$ cat config.mk
export PLATFORM = sky130hd
export DESIGN_NAME = sr_wp_unit
export DESIGN_NICKNAME = d
export VERILOG_FILES = /design/src/rtl/wp_status_pkg.sv /design/src/rtl/wp_range_decode.sv /design/src/rtl/wp_nv_bits.sv /design/src/rtl/wp_cycle_fsm.sv /design/src/rtl/sr_wp_unit.sv
export SDC_FILE = /design/constraint.sdc
export NUM_CORES = 1
export LEC_CHECK = 0
export ABC_AREA = 0
export BUFFER_PORTS_ARGS = -buffer_cell sky130_fd_sc_hd__clkbuf_2
export CORE_MARGIN = 4
export CORE_UTILIZATION = 35
export DETAILED_ROUTE_END_ITERATION = 10
export GPL_TIMING_DRIVEN = 0
export HOLD_SLACK_MARGIN = 0.08
export PLACE_DENSITY = 0.72
export SLEW_MARGIN = 20
export SYNTH_ARGS = -nofsm -noshare
export SYNTH_HDL_FRONTEND = slang
export SYNTH_HIERARCHICAL = 1
export SYNTH_SLANG_ARGS = --single-unit
$ cat constraint.sdc
create_clock -name clk -period 1.48 [get_ports clk]
set_clock_uncertainty 0.1 [all_clocks]
set_input_delay 0.296 -clock clk [delete_from_list [all_inputs] [get_ports clk]]
set_output_delay 0.296 -clock clk [all_outputs]
set_load 0.02 [all_outputs]
$ cat src/rtl/wp_status_pkg.sv
package wp_status_pkg;

    typedef enum logic [2:0] {
        ST_IDLE,
        ST_STS_PEND,
        ST_ARR_PEND,
        ST_STS_BUSY,
        ST_ARR_BUSY
    } cyc_state_e;

    typedef struct packed {
        logic       pin_en;
        logic [1:0] level;
    } nv_bits_t;

    localparam int STS_W       = 8;
    localparam int POS_PIN_EN  = 7;
    localparam int POS_LVL_HI  = 3;
    localparam int POS_LVL_LO  = 2;
    localparam int POS_WEL     = 1;

endpackage

$ cat src/rtl/wp_range_decode.sv
module wp_range_decode #(
    parameter int ADDR_W = 14
) (
    input  logic              clk,
    input  logic              por_n,
    input  logic [1:0]        level,
    input  logic [ADDR_W-1:0] addr,
    output logic              prot
);
    localparam int TOP = ADDR_W - 1;

    always_comb begin
        unique case (level)
            2'b00:   prot = 1'b0;
            2'b01:   prot = addr[TOP] & addr[TOP-1];
            2'b10:   prot = addr[TOP];
            default: prot = 1'b1;
        endcase
    end


    lvl_none_chk: assert property (@(posedge clk) disable iff (!por_n)
        (level == 2'b00) |-> !prot);


    lvl_full_chk: assert property (@(posedge clk) disable iff (!por_n)
        (level == 2'b11) |-> prot);

endmodule

$ cat src/rtl/wp_nv_bits.sv
module wp_nv_bits
    import wp_status_pkg::*;
(
    input  logic     clk,
    input  logic     por_n,
    input  logic     commit,
    input  nv_bits_t commit_val,
    output nv_bits_t bits_q
);
    always_ff @(posedge clk) begin
        if (!por_n)
            bits_q <= '0;
        else if (commit)
            bits_q <= commit_val;
    end


    nv_hold_chk: assert property (@(posedge clk) disable iff (!por_n)
        !commit |=> $stable(bits_q));

endmodule

$ cat src/rtl/wp_cycle_fsm.sv
module wp_cycle_fsm
    import wp_status_pkg::*;
(
    input  logic     clk,
    input  logic     por_n,
    input  logic     rst_n,
    input  logic     wel_set,
    input  logic     wel_clr,
    input  logic     sts_req,
    input  nv_bits_t sts_val,
    input  logic     arr_req,
    input  logic     arr_prot,
    input  logic     cyc_start,
    input  logic     cyc_done,
    input  logic     hw_prot,
    output logic     wel,
    output logic     busy,
    output logic     idle,
    output logic     commit,
    output nv_bits_t commit_val
);
    cyc_state_e state_q, state_d;
    nv_bits_t   pend_q;
    logic       wel_q;
    logic       any_rst;

    assign any_rst = !rst_n || !por_n;

    always_comb begin
        state_d = state_q;
        unique case (state_q)
            ST_IDLE: begin
                if (sts_req && wel_q && !hw_prot)
                    state_d = ST_STS_PEND;
                else if (arr_req && wel_q && !arr_prot)
                    state_d = ST_ARR_PEND;
            end
            ST_STS_PEND: begin
                if (hw_prot)
                    state_d = ST_IDLE;
                else if (cyc_start)
                    state_d = ST_STS_BUSY;
            end
            ST_ARR_PEND: begin
                if (cyc_start)
                    state_d = ST_ARR_BUSY;
            end
            ST_STS_BUSY, ST_ARR_BUSY: begin
                if (cyc_done)
                    state_d = ST_IDLE;
            end
            default: state_d = ST_IDLE;
        endcase
    end

    always_ff @(posedge clk) begin
        if (any_rst)
            state_q <= ST_IDLE;
        else
            state_q <= state_d;
    end

    always_ff @(posedge clk) begin
        if (any_rst) begin
            wel_q  <= 1'b0;
            pend_q <= '0;
        end else begin
            if (busy && cyc_done)
                wel_q <= 1'b0;
            else if (idle && wel_clr)
                wel_q <= 1'b0;
            else if (idle && wel_set)
                wel_q <= 1'b1;
            if (idle && state_d == ST_STS_PEND)
                pend_q <= sts_val;
        end
    end

    always_comb begin
        idle       = (state_q == ST_IDLE);
        busy       = (state_q == ST_STS_BUSY) || (state_q == ST_ARR_BUSY);
        wel        = wel_q;
        commit     = !any_rst && (state_q == ST_STS_BUSY) && cyc_done;
        commit_val = pend_q;
    end


    wel_auto_clr_chk: assert property (@(posedge clk) disable iff (any_rst)
        (busy && cyc_done) |=> !wel);


    no_wel_idle_chk: assert property (@(posedge clk) disable iff (any_rst)
        (idle && !wel_q) |=> idle);


    busy_wel_hold_chk: assert property (@(posedge clk) disable iff (any_rst)
        (busy && !cyc_done) |=> (busy && $stable(wel_q)));


    hw_block_chk: assert property (@(posedge clk) disable iff (any_rst)
        (idle && sts_req && hw_prot) |=> (state_q != ST_STS_PEND));

endmodule

$ cat src/rtl/sr_wp_unit.sv
module sr_wp_unit
    import wp_status_pkg::*;
#(
    parameter int ADDR_W = 14
) (
    input  logic              clk,
    input  logic              por_n,
    input  logic              rst_n,
    input  logic              wp_n,
    input  logic              wel_set,
    input  logic              wel_clr,
    input  logic              sts_wr_req,
    input  logic [7:0]        sts_wr_data,
    input  logic              arr_wr_req,
    input  logic [ADDR_W-1:0] arr_wr_addr,
    input  logic              cyc_start,
    input  logic              cyc_done,
    output logic [7:0]        status_byte,
    output logic              addr_prot,
    output logic              sts_wr_ok
);
    nv_bits_t nv_q, sts_val, commit_val;
    logic     hw_prot, wel, busy, idle, commit;
    logic     unused_data_bits;

    assign unused_data_bits = ^{sts_wr_data[6:4], sts_wr_data[1:0]};
    assign sts_val = '{pin_en: sts_wr_data[POS_PIN_EN],
                       level:  sts_wr_data[POS_LVL_HI:POS_LVL_LO]};
    assign hw_prot = !wp_n && nv_q.pin_en;

    wp_range_decode #(.ADDR_W(ADDR_W)) u_range (
        .clk   (clk),
        .por_n (por_n),
        .level (nv_q.level),
        .addr  (arr_wr_addr),
        .prot  (addr_prot)
    );

    wp_nv_bits u_nv (
        .clk        (clk),
        .por_n      (por_n),
        .commit     (commit),
        .commit_val (commit_val),
        .bits_q     (nv_q)
    );

    wp_cycle_fsm u_fsm (
        .clk        (clk),
        .por_n      (por_n),
        .rst_n      (rst_n),
        .wel_set    (wel_set),
        .wel_clr    (wel_clr),
        .sts_req    (sts_wr_req),
        .sts_val    (sts_val),
        .arr_req    (arr_wr_req),
        .arr_prot   (addr_prot),
        .cyc_start  (cyc_start),
        .cyc_done   (cyc_done),
        .hw_prot    (hw_prot),
        .wel        (wel),
        .busy       (busy),
        .idle       (idle),
        .commit     (commit),
        .commit_val (commit_val)
    );

    always_comb begin
        if (busy)
            status_byte = {STS_W{1'b1}};
        else
            status_byte = {nv_q.pin_en, 3'b000, nv_q.level, wel, 1'b0};
        sts_wr_ok = idle && wel && !hw_prot;
    end


    soft_rst_chk: assert property (@(posedge clk) disable iff (!por_n)
        !rst_n |=> (status_byte[1:0] == 2'b00));

endmodule

# Yosys cells after proc, flatten, opt, wreduce, memory -nomap -nowiden
# Cells that the tools add are included.
[op_classes]
mux = 9
n_eq_ne = 7
n_reduce_logical = 25
bitwise_logic = 1
[ops]
columns = ["cell", "count"]
rows = [
  ["2-to-1 mux 3 bit", 6],
  ["logical AND 1 bit", 13],
  ["one-hot mux 3 bit (4 select lines)", 1],
  ["2-to-1 mux 8 bit", 1],
  ["equality test 3 x 1 -> 1 bit (second input constant)", 2],
  ["equality test 3 x 2 -> 1 bit (second input constant)", 2],
  ["zero test 1 bit", 6],
  ["equality test 3 bit (second input constant)", 1],
  ["zero test 3 bit", 1],
  ["one-hot mux 1 bit (3 select lines)", 1],
  ["OR reduction 3 bit", 1],
  ["equality test 2 x 1 -> 1 bit (second input constant)", 1],
  ["equality test 2 bit (second input constant)", 1],
  ["zero test 2 bit", 1],
  ["logical OR 1 bit", 2],
  ["OR reduction 2 bit", 1],
  ["AND 1 bit", 1],
]
[totals]
regBits = 10
in_bits = 32
word_cells = 48
out_inout_bits = 10

# Depth between registers and ports, before layout
# Gate-level depths: netlist (run 1).
[depth]
depth_word = 9
depth_mapped = 5
depth_no_buf = 5

# Modules after synthesis
# Netlist (run 1), hierarchy kept.
[by_module_without_submodules]
columns = ["mod", "cells_per_inst", "area_per_inst_um2", "seq_area_each_um2", "instances"]
rows = [
  ["wp_cycle_fsm", 50, 406.6, 140.1, 1],
  ["wp_nv_bits", 9, 108.9, 60.1, 1],
  ["sr_wp_unit", 11, 76.3, 0.0, 1],
  ["wp_range_decode", 3, 13.8, 0.0, 1],
]

# Worst setup path before layout (run 1)
# OpenSTA, ideal clock, no wires.
[synth_timing]
kind = "register to output"
startpoint = "register u_fsm.state_q[1]"
endpoint = "output port status_byte[1]"
required_time_ns = 1.084
slack_ns = -0.141
arrival_time_ns = 1.225
n_path_buf = 1
stages_incl_launch_ff = 5
path_cell_list = "dfxtp_1 -> buf_2 -> nand2_1 -> o21ai_0 -> or2_1"
[synth_between]
elab_chain_len = 3
elab_cells_between_ends = 4
classes_between = "eq/ne: 2; mux: 1; reduce/logical: 1"
[synth_lines]
columns = ["element", "line", "source"]
rows = [
  ["start: declaration", "wp_cycle_fsm.sv:22", "cyc_state_e state_q, state_d;"],
  ["start signal: assignment", "wp_cycle_fsm.sv:60", "state_q <= state_d;"],
  ["equality test 3 x 2 -> 1 bit or equality test 3 bit (tied branches)", "wp_cycle_fsm.sv:81", "busy = (state_q == ST_STS_BUSY) || (state_q == ST_ARR_BUSY);"],
  ["logical OR 1 bit (*)", "wp_cycle_fsm.sv:81", ""],
  ["via busy", "sr_wp_unit.sv:23", "logic hw_prot, wel, busy, idle, commit;"],
  ["2-to-1 mux 8 bit (*)", "sr_wp_unit.sv:68", "if (busy)"],
  ["end: declaration", "sr_wp_unit.sv:18", "output logic [7:0] status_byte,"],
]
# Mark *: on every way through the listed nets, which the timed path passes. The rest lies on a longest branch.

# Final worst setup path (run 1)
[layout_timing]
startpoint = "register u_fsm.state_q[0]"
endpoint = "output port sts_wr_ok"
[layout_between]
elab_chain_len = 3
[layout_lines]
columns = ["element", "line", "source"]
rows = [
  ["zero test 3 bit", "wp_cycle_fsm.sv:80", "idle = (state_q == ST_IDLE);"],
  ["via idle", "sr_wp_unit.sv:23", ""],
  ["logical AND 1 bit (2 in a row)", "sr_wp_unit.sv:72", "sts_wr_ok = idle && wel && !hw_prot;"],
  ["end: declaration", "sr_wp_unit.sv:20", "output logic sts_wr_ok"],
]
# The timed path passes the listed nets, and every way through them passes these cells.

==> results of run 1 <==
==> where the power goes <==
part / internal [mW] / total [mW] / switching [mW] / leakage (nW)
sequential: 0.269 / 0.271 / 0.00235 / 0.0825
combinational: 0.0352 / 0.0645 / 0.0293 / 0.355
clock: 0.150 / 0.253 / 0.104 / 0.0210
total: 0.454 / 0.589 / 0.135 / 0.458
==> logic make-up after synthesis <==
family	count (synthesis)	share of synthesized area
flip-flops	10	0.331
AO/OA/AOI/OAI	15	0.132
multiplexers	4	0.0661
AND/OR/NAND/NOR	37	0.390
buffers and inverters	7	0.0806
==> through the flow <==
step	area (sq um)	hold slack (ps)
final	1040	158
after detailed placement	752	380
after floorplan	612	324
after global placement	752	367
after global routing	1040	150
after CTS	992	147
==> final timing paths <==
check	cells after the start	start	slack, ps	endpoint
max	5	u_fsm/state_q[0]$_SDFF_PP0_	-270	sts_wr_ok
min	3	sts_wr_data[2]	160	u_fsm/commit_val[0]$_SDFFE_PP0P_
max reg2reg	5	u_fsm/state_q[0]$_SDFF_PP0_	60	u_fsm/wel$_SDFFE_PP0P_
min reg2reg	2	u_fsm/commit_val[0]$_SDFFE_PP0P_	390	u_fsm/commit_val[0]$_SDFFE_PP0P_
==> repair_timing <==
item | CTS | global route
gates resized for setup | 40 | 10
buffers inserted | 7 | 4
endpoints found under the setup margin | 12 | 14
pin swaps | 6 | 5
hold buffers | 0 | 0
gates cloned | 0 | 0
==> area by class of cell <==
| class | count | area, sq um | share of cell area |
|---|---|---|---|
| Buffer | 5 | 56.3 | 0.0543 |
| Clock buffer | 4 | 36.3 | 0.0350 |
| Inverter | 1 | 8.76 | 0.00844 |
| Multi-Input combinational cell | 56 | 415 | 0.400 |
| Sequential cell | 10 | 206 | 0.199 |
| Tap cell | 16 | 20.0 | 0.0193 |
| Timing Repair Buffer | 35 | 294 | 0.283 |
==> routing by layer <==
layer  GRT usage  vias to the layer above  wire [um]  part of all wire
met1       0.161                      302        699              0.41
li1            -                      327          -                 -
met2       0.258                       21        870              0.51
met5           0                        -          0                 0
met3      0.0392                        2        108             0.064
met4      0.0968                        0         19             0.011
==> Yosys cell counts (all sizes together) <==
| master | count |
|---|---|
| dfxtp | 10 |
| a21oi | 9 |
| buf | 6 |
| nand2 | 6 |
| nand3 | 5 |
| o21ai | 5 |
| or2 | 5 |
| mux2i | 4 |
| nor2 | 4 |
| nor2b | 4 |
| and3b | 2 |
| nand3b | 2 |
| or3 | 2 |
| a31oi | 1 |
| and3 | 1 |
| clkinv | 1 |
| nand2b | 1 |
| nor3 | 1 |
| nor4 | 1 |
| nor4b | 1 |
| nor4bb | 1 |
| or3b | 1 |
==> worst register-to-register path: stages (launching register included) <==
cell	delay [ps]
dfxtp_2	330
buf_6	130
buf_4	160
or3b_1	380
a21oi_2	160
nor4_2	60
==> state kept, by name (all words and copies together) (netlist names) <==
| register | flops |
|---|---|
| u_fsm/state_q | 3 |
| u_fsm/commit_val | 3 |
| u_fsm/wel | 1 |
| u_nv/bits_q | 3 |
==> results.md, run 1 <==
* Worst path arrival time at 1350 ps
* Area of the mapped netlist at 606 sq um
* I/O pins at 42
* Most area-consuming cells after synthesis: dfxtp_1 (33%), a21oi_1 (6.6%), mux2i_1 (6.6%)
* Vias per std cell at 5.13
* Detailed-route DRC error count at 0
* Die Y at 49.6 um
* Worst setup SP type: flop
* Sum Neg Setup Slack at -2020 ps
* Area growth syn-to-layout at 71.3%
* Failing checks: setup timing
* Diodes inserted at 0
* Pre-antenna DRT Iters at 4
* PortBufs at 24
* Power Dens Cells at 568 nW/um^2
* RSZ-0062 raised after global routing: yes
* Total GRT Usage at 0.150
* Fin crit share at 1.18
* F_max at 572 MHz
* Peak VDD IR at 0.423 mV
* Chip Width at 49.6 um
* Commonest non-fill, non-tap cells in the layout: clkbuf_2 (14), buf_4 (9), buf_6 (7), a21oi_1 (7), dfxtp_1 (7)
* Commonest non-fill, non-tap cell in the layout: clkbuf_2
* Slowest-stage cell, CP: or3_4
* Share of cells above drive strength 1 at 0.586
* Yosys top cell area share at 0.331
* Starting DRC count in detailed routing at 6
* Total Routed Length at 1.70 mm
* Relative slew margins at 0.823
* DP Cell Count at 113
* Total CTS buffers at 3
* Worst-case clock buffer depth at 2
* Synth unique cells at 29
* Min Tclk post-route at 1750 ps
* Worst-Skew Late Latency at 270 ps
* Initial Util at 0.384
* Worst hold path type: in -> reg
* Dpl ws at -207 ps
* Total power at 0.589 mW
* Largest net degree at the start of global routing at 9
* Setup CP Type: reg -> out
* Sink Count at 10
* # rows at 14
* Hpwl dp at 1.15 mm
* Vias at 652
* Worst Path Required at 1080 ps
* Final WS setup at -269 ps
* CP bufs+invs at 2
* Root Buffer: clkbuf_4
* Nets at 144
* Status: finished, violations left
* Leakage at 0.458 nW
* Warning count from the yosys run at 6
* Worst-path fanout max at 2
* Grt ovf at 0
* Cells along the critical path: or3_4 -> clkinv_4 -> nand2_2 -> nor2_2 -> clkbuf_8
* WL/cell at 13.4 um
* Area leader, netlist: dfxtp_1
* Post-layout util at 0.658
* Gpl congestion at 0.724
* Setup Viol. Count Final at 9
* Vias in the first global route at 626
* Seq/Total Area, Yosys at 0.331
* Die area at 2460 sq um
* CP delay by family, top: simple AND/OR/NAND/NOR gates
* #FFs+latches synth at 10
* First-pass GRT wire length at 2.77 mm
* Max incr delay on CP at 410 ps
* Initial antenna violation count at 0
* Fin cells at 127
* Max-cap violations at 0
* Syn Area/Cell at 8.30 sq um
* H-tree Lvls at 1
* Slew @ Worst Pin at 265 ps
* Final Max Slew Viols at 0
* Cells after Synth at 73
* Filler cells at 144
* CP endpoint kind: primary output
* Clock slew at reported path FFs at 70 ps
* CTS tree: built
* DRT antenna net count at 0
* Core ar. at 1580 sq um
* Mapped Nets at 105
* Fin. Hold Viols at 0
(Power assumes the default switching activity.)
==> run 2: changes to the inputs <==
Settings changed: MAX_ROUTING_LAYER set to met4.
==> run 2 against run 1 <==
The run still ends with setup timing left. Final cell count did not move. Critical path depth did not move. Register-to-register slack about the same. Routed wire length barely moved. Maximum frequency about the same. Core utilization stayed put. Global-route usage increased by 0.60 points. First-iteration DRC count stayed put. Largest cell class unchanged. Clock-buffer cell count stayed put.
==> results.md, run 2 (synthesized netlist as in run 1, its figures left out) <==
* Register area at 206 sq um
* Total CTS buffers at 3
* Worst-Skew Late Latency at 270 ps
* Sink Count at 10
* Gpl congestion at 0.732
* CTS tree: built
* RSZ-0062 raised after global routing: yes
* Die area at 2460 sq um
* R2R cell count at 5
* Initial Util at 0.384
* Starting DRC count in detailed routing at 6
* Area of the multi-input gates at 415 sq um
* Status: finished, violations left
* Die Y at 49.6 um
* First-pass GRT wire length at 2.79 mm
* Fin. Hold Viols at 0
* Fin crit share at 1.18
* Slowest-stage cell, CP: or3_4
* Hold slack final at 157 ps
* Dpl ws at -207 ps
* Worst-case clock buffer depth at 2
* Worst setup SP type: flop
* # hold bufs at CTS at 0
* R2r startpoint: u_fsm/state_q[0]$_SDFF_PP0_
* WL/cell at 13.4 um
* CP delay by family, top: simple AND/OR/NAND/NOR gates
* Final Max Slew Viols at 0
* Sw Ratio at 0.230
* Max incr delay on CP at 410 ps
* Vias at 653
* Root Buffer: clkbuf_4
* Clock share of power at 0.430
* Seq pwr share at 0.460
* CP endpoint kind: primary output
* Nets at 144
* Internal power component at 0.454 mW
* Min Tclk post-route at 1750 ps
* Max-cap violations at 0
* Chip Width at 49.6 um
* Slew @ Worst Pin at 266 ps
* Sum Neg Setup Slack at -2020 ps
* Area growth syn-to-layout at 71.3%
* Post-layout util at 0.658
* NetSw at 0.135 mW
* Share of cells above drive strength 1 at 0.586
* Pre-antenna DRT Iters at 4
* Relative slew margins at 0.822
* Cells along the critical path: or3_4 -> clkinv_4 -> nand2_2 -> nor2_2 -> clkbuf_8
* Initial antenna violation count at 0
* RR Endpoint: u_fsm/wel$_SDFFE_PP0P_
* Setup CP Type: reg -> out
* Power Dens Cells at 568 nW/um^2
* Commonest non-fill, non-tap cell in the layout: clkbuf_2
* Leakage at 0.458 nW
* # rows at 14
* CP bufs+invs at 2
* Commonest non-fill, non-tap cells in the layout: clkbuf_2 (14), buf_4 (9), buf_6 (7), a21oi_1 (7), dfxtp_1 (7)
* Vias in the first global route at 617
* Worst hold path type: in -> reg
* Filler cells at 144
* PortBufs at 24
* Worst-path fanout max at 2
* Diodes inserted at 0
* HP Start: sts_wr_data[2]
* Detailed-route DRC error count at 0
* Vias per std cell at 5.14
* Peak VDD IR at 0.423 mV
* Failing checks: setup timing
* Hpwl dp at 1.15 mm
* Grt ovf at 0
* F_max at 572 MHz
* Total Routed Length at 1.70 mm
* Clock slew at reported path FFs at 70 ps
* Setup Viol. Count Final at 9
* Worst reg-to-reg setup slack at 60 ps
* Worst path arrival time at 1350 ps
* H-tree Lvls at 1
* Gate power share at 0.109
* Worst hold path depth at 3
* Worst Path Required at 1080 ps
* Total GRT Usage at 0.156
* Largest net degree at the start of global routing at 9
* Final WS setup at -269 ps
* Hold Crit Endpoint: u_fsm/commit_val[0]$_SDFFE_PP0P_
* Core ar. at 1580 sq um
* I/O pins at 42
* DRT antenna net count at 0
==> run 2: cell counts in the layout (fill, tap and decap cells not counted) <==
Identical to the previous run, type by type.
==> run 2: what timing repair did <==
item / in CTS / in global routing
resized for setup: 40 / 10
setup endpoints to repair: 12 / 14
setup buffers: 7 / 4
pin swaps: 6 / 5
==> run 2: cell type report <==
| type | count | share of cell area |
|---|---|---|
| buffer | 5 | 0.0543 |
| clock buffer | 4 | 0.0350 |
| inverter | 1 | 0.00844 |
| multi-input combinational | 56 | 0.400 |
| sequential | 10 | 0.199 |
| tap | 16 | 0.0193 |
| timing repair buffer | 35 | 0.283 |
==> run 2: worst min-delay path: stages <==
cell	delay [ps]
clkbuf_2	80
nand3_1	50
a21oi_1	50
==> run 2: worst max-delay path by stage <==
stage	startpoint	endpoint	slack [ps]	cells past startpoint
2_1_floorplan	u_fsm/state_q[2]$_SDFF_PP0_	sts_wr_ok	5	4
3_3_place_gp	por_n	u_nv/bits_q[2]$_SDFFE_PN0P_	-180	6
3_5_place_dp	por_n	u_nv/bits_q[2]$_SDFFE_PN0P_	-210	6
4_1_cts	u_fsm/state_q[0]$_SDFF_PP0_	sts_wr_ok	-270	5
5_1_grt	u_fsm/state_q[1]$_SDFF_PP0_	sts_wr_ok	-330	5
6_report	u_fsm/state_q[0]$_SDFF_PP0_	sts_wr_ok	-270	5
==> run 2: per-layer routing <==
layer	up-vias	GRT usage	share of wire	routed length, um
li1	328	-	-	-
met1	298	0.161	0.40	685
met2	25	0.258	0.51	872
met3	2	0.0482	0.070	119
met4	0	0.0968	0.011	19
met5	-	-	0	0
==> run 2: power by group through the flow <==
stage / sequential [mW] / combinational, mW / clock, mW
floorplan: 0.278 / 0.0251 / 0
global placement: 0.279 / 0.0518 / 0
detailed placement: 0.279 / 0.0526 / 0
CTS: 0.271 / 0.0610 / 0.264
global route: 0.271 / 0.0702 / 0.277
finish: 0.271 / 0.0645 / 0.253
==> run 2: metrics by stage <==
| step | power (mW) | instance area, sq um | cells |
|---|---|---|---|
| floorplan | 0.303 | 612 | 73 |
| global placement | 0.331 | 752 | 113 |
| detailed placement | 0.332 | 752 | 113 |
| CTS | 0.596 | 992 | 124 |
| global route | 0.619 | 1040 | 127 |
| finish | 0.589 | 1040 | 127 |
==> run 3: changes to the inputs <==
Settings changed: CELL_PAD_IN_SITES_DETAIL_PLACEMENT set to 1, CELL_PAD_IN_SITES_GLOBAL_PLACEMENT set to 2, CORE_ASPECT_RATIO set to 0.5, CORE_UTILIZATION 35 to 18, PLACE_DENSITY 0.72 to not set, PLACE_DENSITY_LB_ADDON set to 0.1.
==> run 3 against run 2 <==
The run still ends with setup timing left. Sequential cell count is the same. Largest power group is now clock. Routed wire length up 14%. Sequential power about the same. Non-clock buffer count down 3. Clock power grew 38%. Register-to-register slack worse by 30 ps. Final cell count rose by 17%. Core utilization down 32 points. Die area increased by 79%. Via count fell by 0.61%. Highest routed layer unchanged. Maximum frequency rose by 2.7%.
==> results.md, run 3 (synthesized netlist as in run 1, its figures left out) <==
* Status: finished, violations left
* Failing checks: setup timing
* Max incr delay on CP at 340 ps
* Setup Viol. Count Final at 9
* Fin. Hold Viols at 0
* Area growth syn-to-layout at 72.7%
* # hold bufs at CTS at 0
* Final WS setup at -223 ps
* Relative slew margins at 0.817
* Nets at 141
* Root Buffer: clkbuf_8
* Pre-antenna DRT Iters at 4
* Initial antenna violation count at 0
* Diodes inserted at 0
* Final Max Slew Viols at 0
* DP Cell Count at 137
* RR Endpoint: u_nv/bits_q[0]$_SDFFE_PN0P_
* Vias in the first global route at 689
* F_max at 587 MHz
* HP Start: sts_wr_data[2]
* Dpl ws at -354 ps
* DRT antenna net count at 0
* Worst-case clock buffer depth at 2
* I/O pins at 42
* Core ar. at 3120 sq um
* Commonest non-fill, non-tap cell in the layout: clkbuf_2
* Power Dens Cells at 655 nW/um^2
* CP endpoint kind: primary output
* Fin cells at 148
* R2r startpoint: u_fsm/state_q[2]$_SDFF_PP0_
* Total GRT Usage at 0.0967
* Leakage at 0.443 nW
* CTS tree: built
* Setup CP Type: reg -> out
* Worst reg-to-reg setup slack at 30 ps
* Hold Crit Endpoint: u_fsm/commit_val[0]$_SDFFE_PP0P_
* Worst Path Required at 1080 ps
* Worst setup SP type: flop
* PortBufs at 24
* Slowest-stage cell, CP: dfxtp_2
* Worst hold path type: in -> reg
* Clock slew at reported path FFs at 50 ps
* # rows at 14
* First-pass GRT wire length at 3.31 mm
* R2R cell count at 5
* Largest net degree at the start of global routing at 9
* Peak VDD IR at 0.321 mV
* Total Routed Length at 1.94 mm
* Worst-path fanout max at 8
* Worst-Skew Late Latency at 240 ps
* Total power at 0.685 mW
* Share of cells above drive strength 1 at 0.565
* Max-cap violations at 0
* Sink Count at 10
* Vias per std cell at 4.39
* Min Tclk post-route at 1700 ps
* Total CTS buffers at 3
* Gpl congestion at 0.726
* H-tree Lvls at 1
* Detailed-route DRC error count at 0
* Post-layout util at 0.335
* Hpwl dp at 1.48 mm
* Cells along the critical path: buf_6 -> nand2_4 -> o21ai_4 -> buf_4 -> clkbuf_4
* Commonest non-fill, non-tap cells in the layout: clkbuf_2 (15), clkbuf_8 (9), buf_4 (7), a21oi_1 (7), dfxtp_1 (7)
* Worst path arrival time at 1310 ps
* Chip Width at 90.0 um
* Initial Util at 0.194
* Starting DRC count in detailed routing at 11
* Placed Area at 782 sq um
* Fin crit share at 1.15
* Final instance area at 1050 sq um
* RSZ-0062 raised after global routing: yes
* WL/cell at 13.1 um
* Die area at 4410 sq um
* Die Y at 49.0 um
* Grt ovf at 0
* Slew @ Worst Pin at 271 ps
* Vias at 649
* Worst hold path depth at 3
run 3: cell types whose count changed in the layout (fill, tap and decap cells not counted):
cell      previous run  this run
buf_2                1         0
clkbuf_2            14        15
buf_6                7         6
clkbuf_8             6         9
buf_4                9         7
nor4b_2              1         0
clkbuf_4             3         1
nor4b_1              0         1
buf_8                4         3
run 3: worst max-delay path by stage:
stage	depth (start not counted)	slack (ps)	to	from
after global placement	6	-330	u_nv/bits_q[2]$_SDFFE_PN0P_	por_n
after CTS	5	-240	status_byte[4]	u_fsm/state_q[1]$_SDFF_PP0_
after detailed placement	6	-350	u_nv/bits_q[0]$_SDFFE_PN0P_	por_n
after floorplan	4	5	sts_wr_ok	u_fsm/state_q[2]$_SDFF_PP0_
final	5	-220	status_byte[4]	u_fsm/state_q[1]$_SDFF_PP0_
after global routing	5	-300	status_byte[1]	u_fsm/state_q[0]$_SDFF_PP0_
run 3: area by class of cell:
type	instances	area [sq um]
multi-input cells	56	409
inverters	1	8.76
well taps	40	50.0
clock buffers	4	55.1
fillers	364	2070
flip-flops and latches	10	206
plain buffers	6	63.8
repair buffers	31	253
run 3: repair_timing:
item,in CTS,in global routing
gates resized for setup,40,4
pin swaps,7,5
buffers inserted,7,0
endpoints found under the setup margin,12,11
run 3: where the power goes:
group          total, mW  switching, mW  leakage, nW  internal, mW
Combinational     0.0639         0.0298        0.332        0.0342
Sequential         0.272        0.00244       0.0825         0.270
Clock              0.349          0.115       0.0288         0.234
run 3: worst max-delay path: cells and delay by family, from the launching register on:
kind | cells | cell delay, ps
AND/OR/NAND/NOR | 1 | 50
buffers and inverters | 3 | 430
flip-flops | 1 | 340
AO/OA/AOI/OAI | 1 | 240
run 3: through the flow:
stage	TNS (ps)	hold WS, ps
6_report	-1720	187
4_1_cts	-1960	188
2_1_floorplan	0	324
3_5_place_dp	-2450	376
5_1_grt	-2360	193
3_3_place_gp	-2040	375
run 3: layer usage:
layer | global-route usage | routed length, um | vias to the layer above
met2 | 0.153 | 960 | 11
met1 | 0.117 | 903 | 311
met4 | 0.0152 | 6 | 0
li1 | - | - | 325
met5 | - | 0 | -
met3 | 0.0416 | 69 | 2
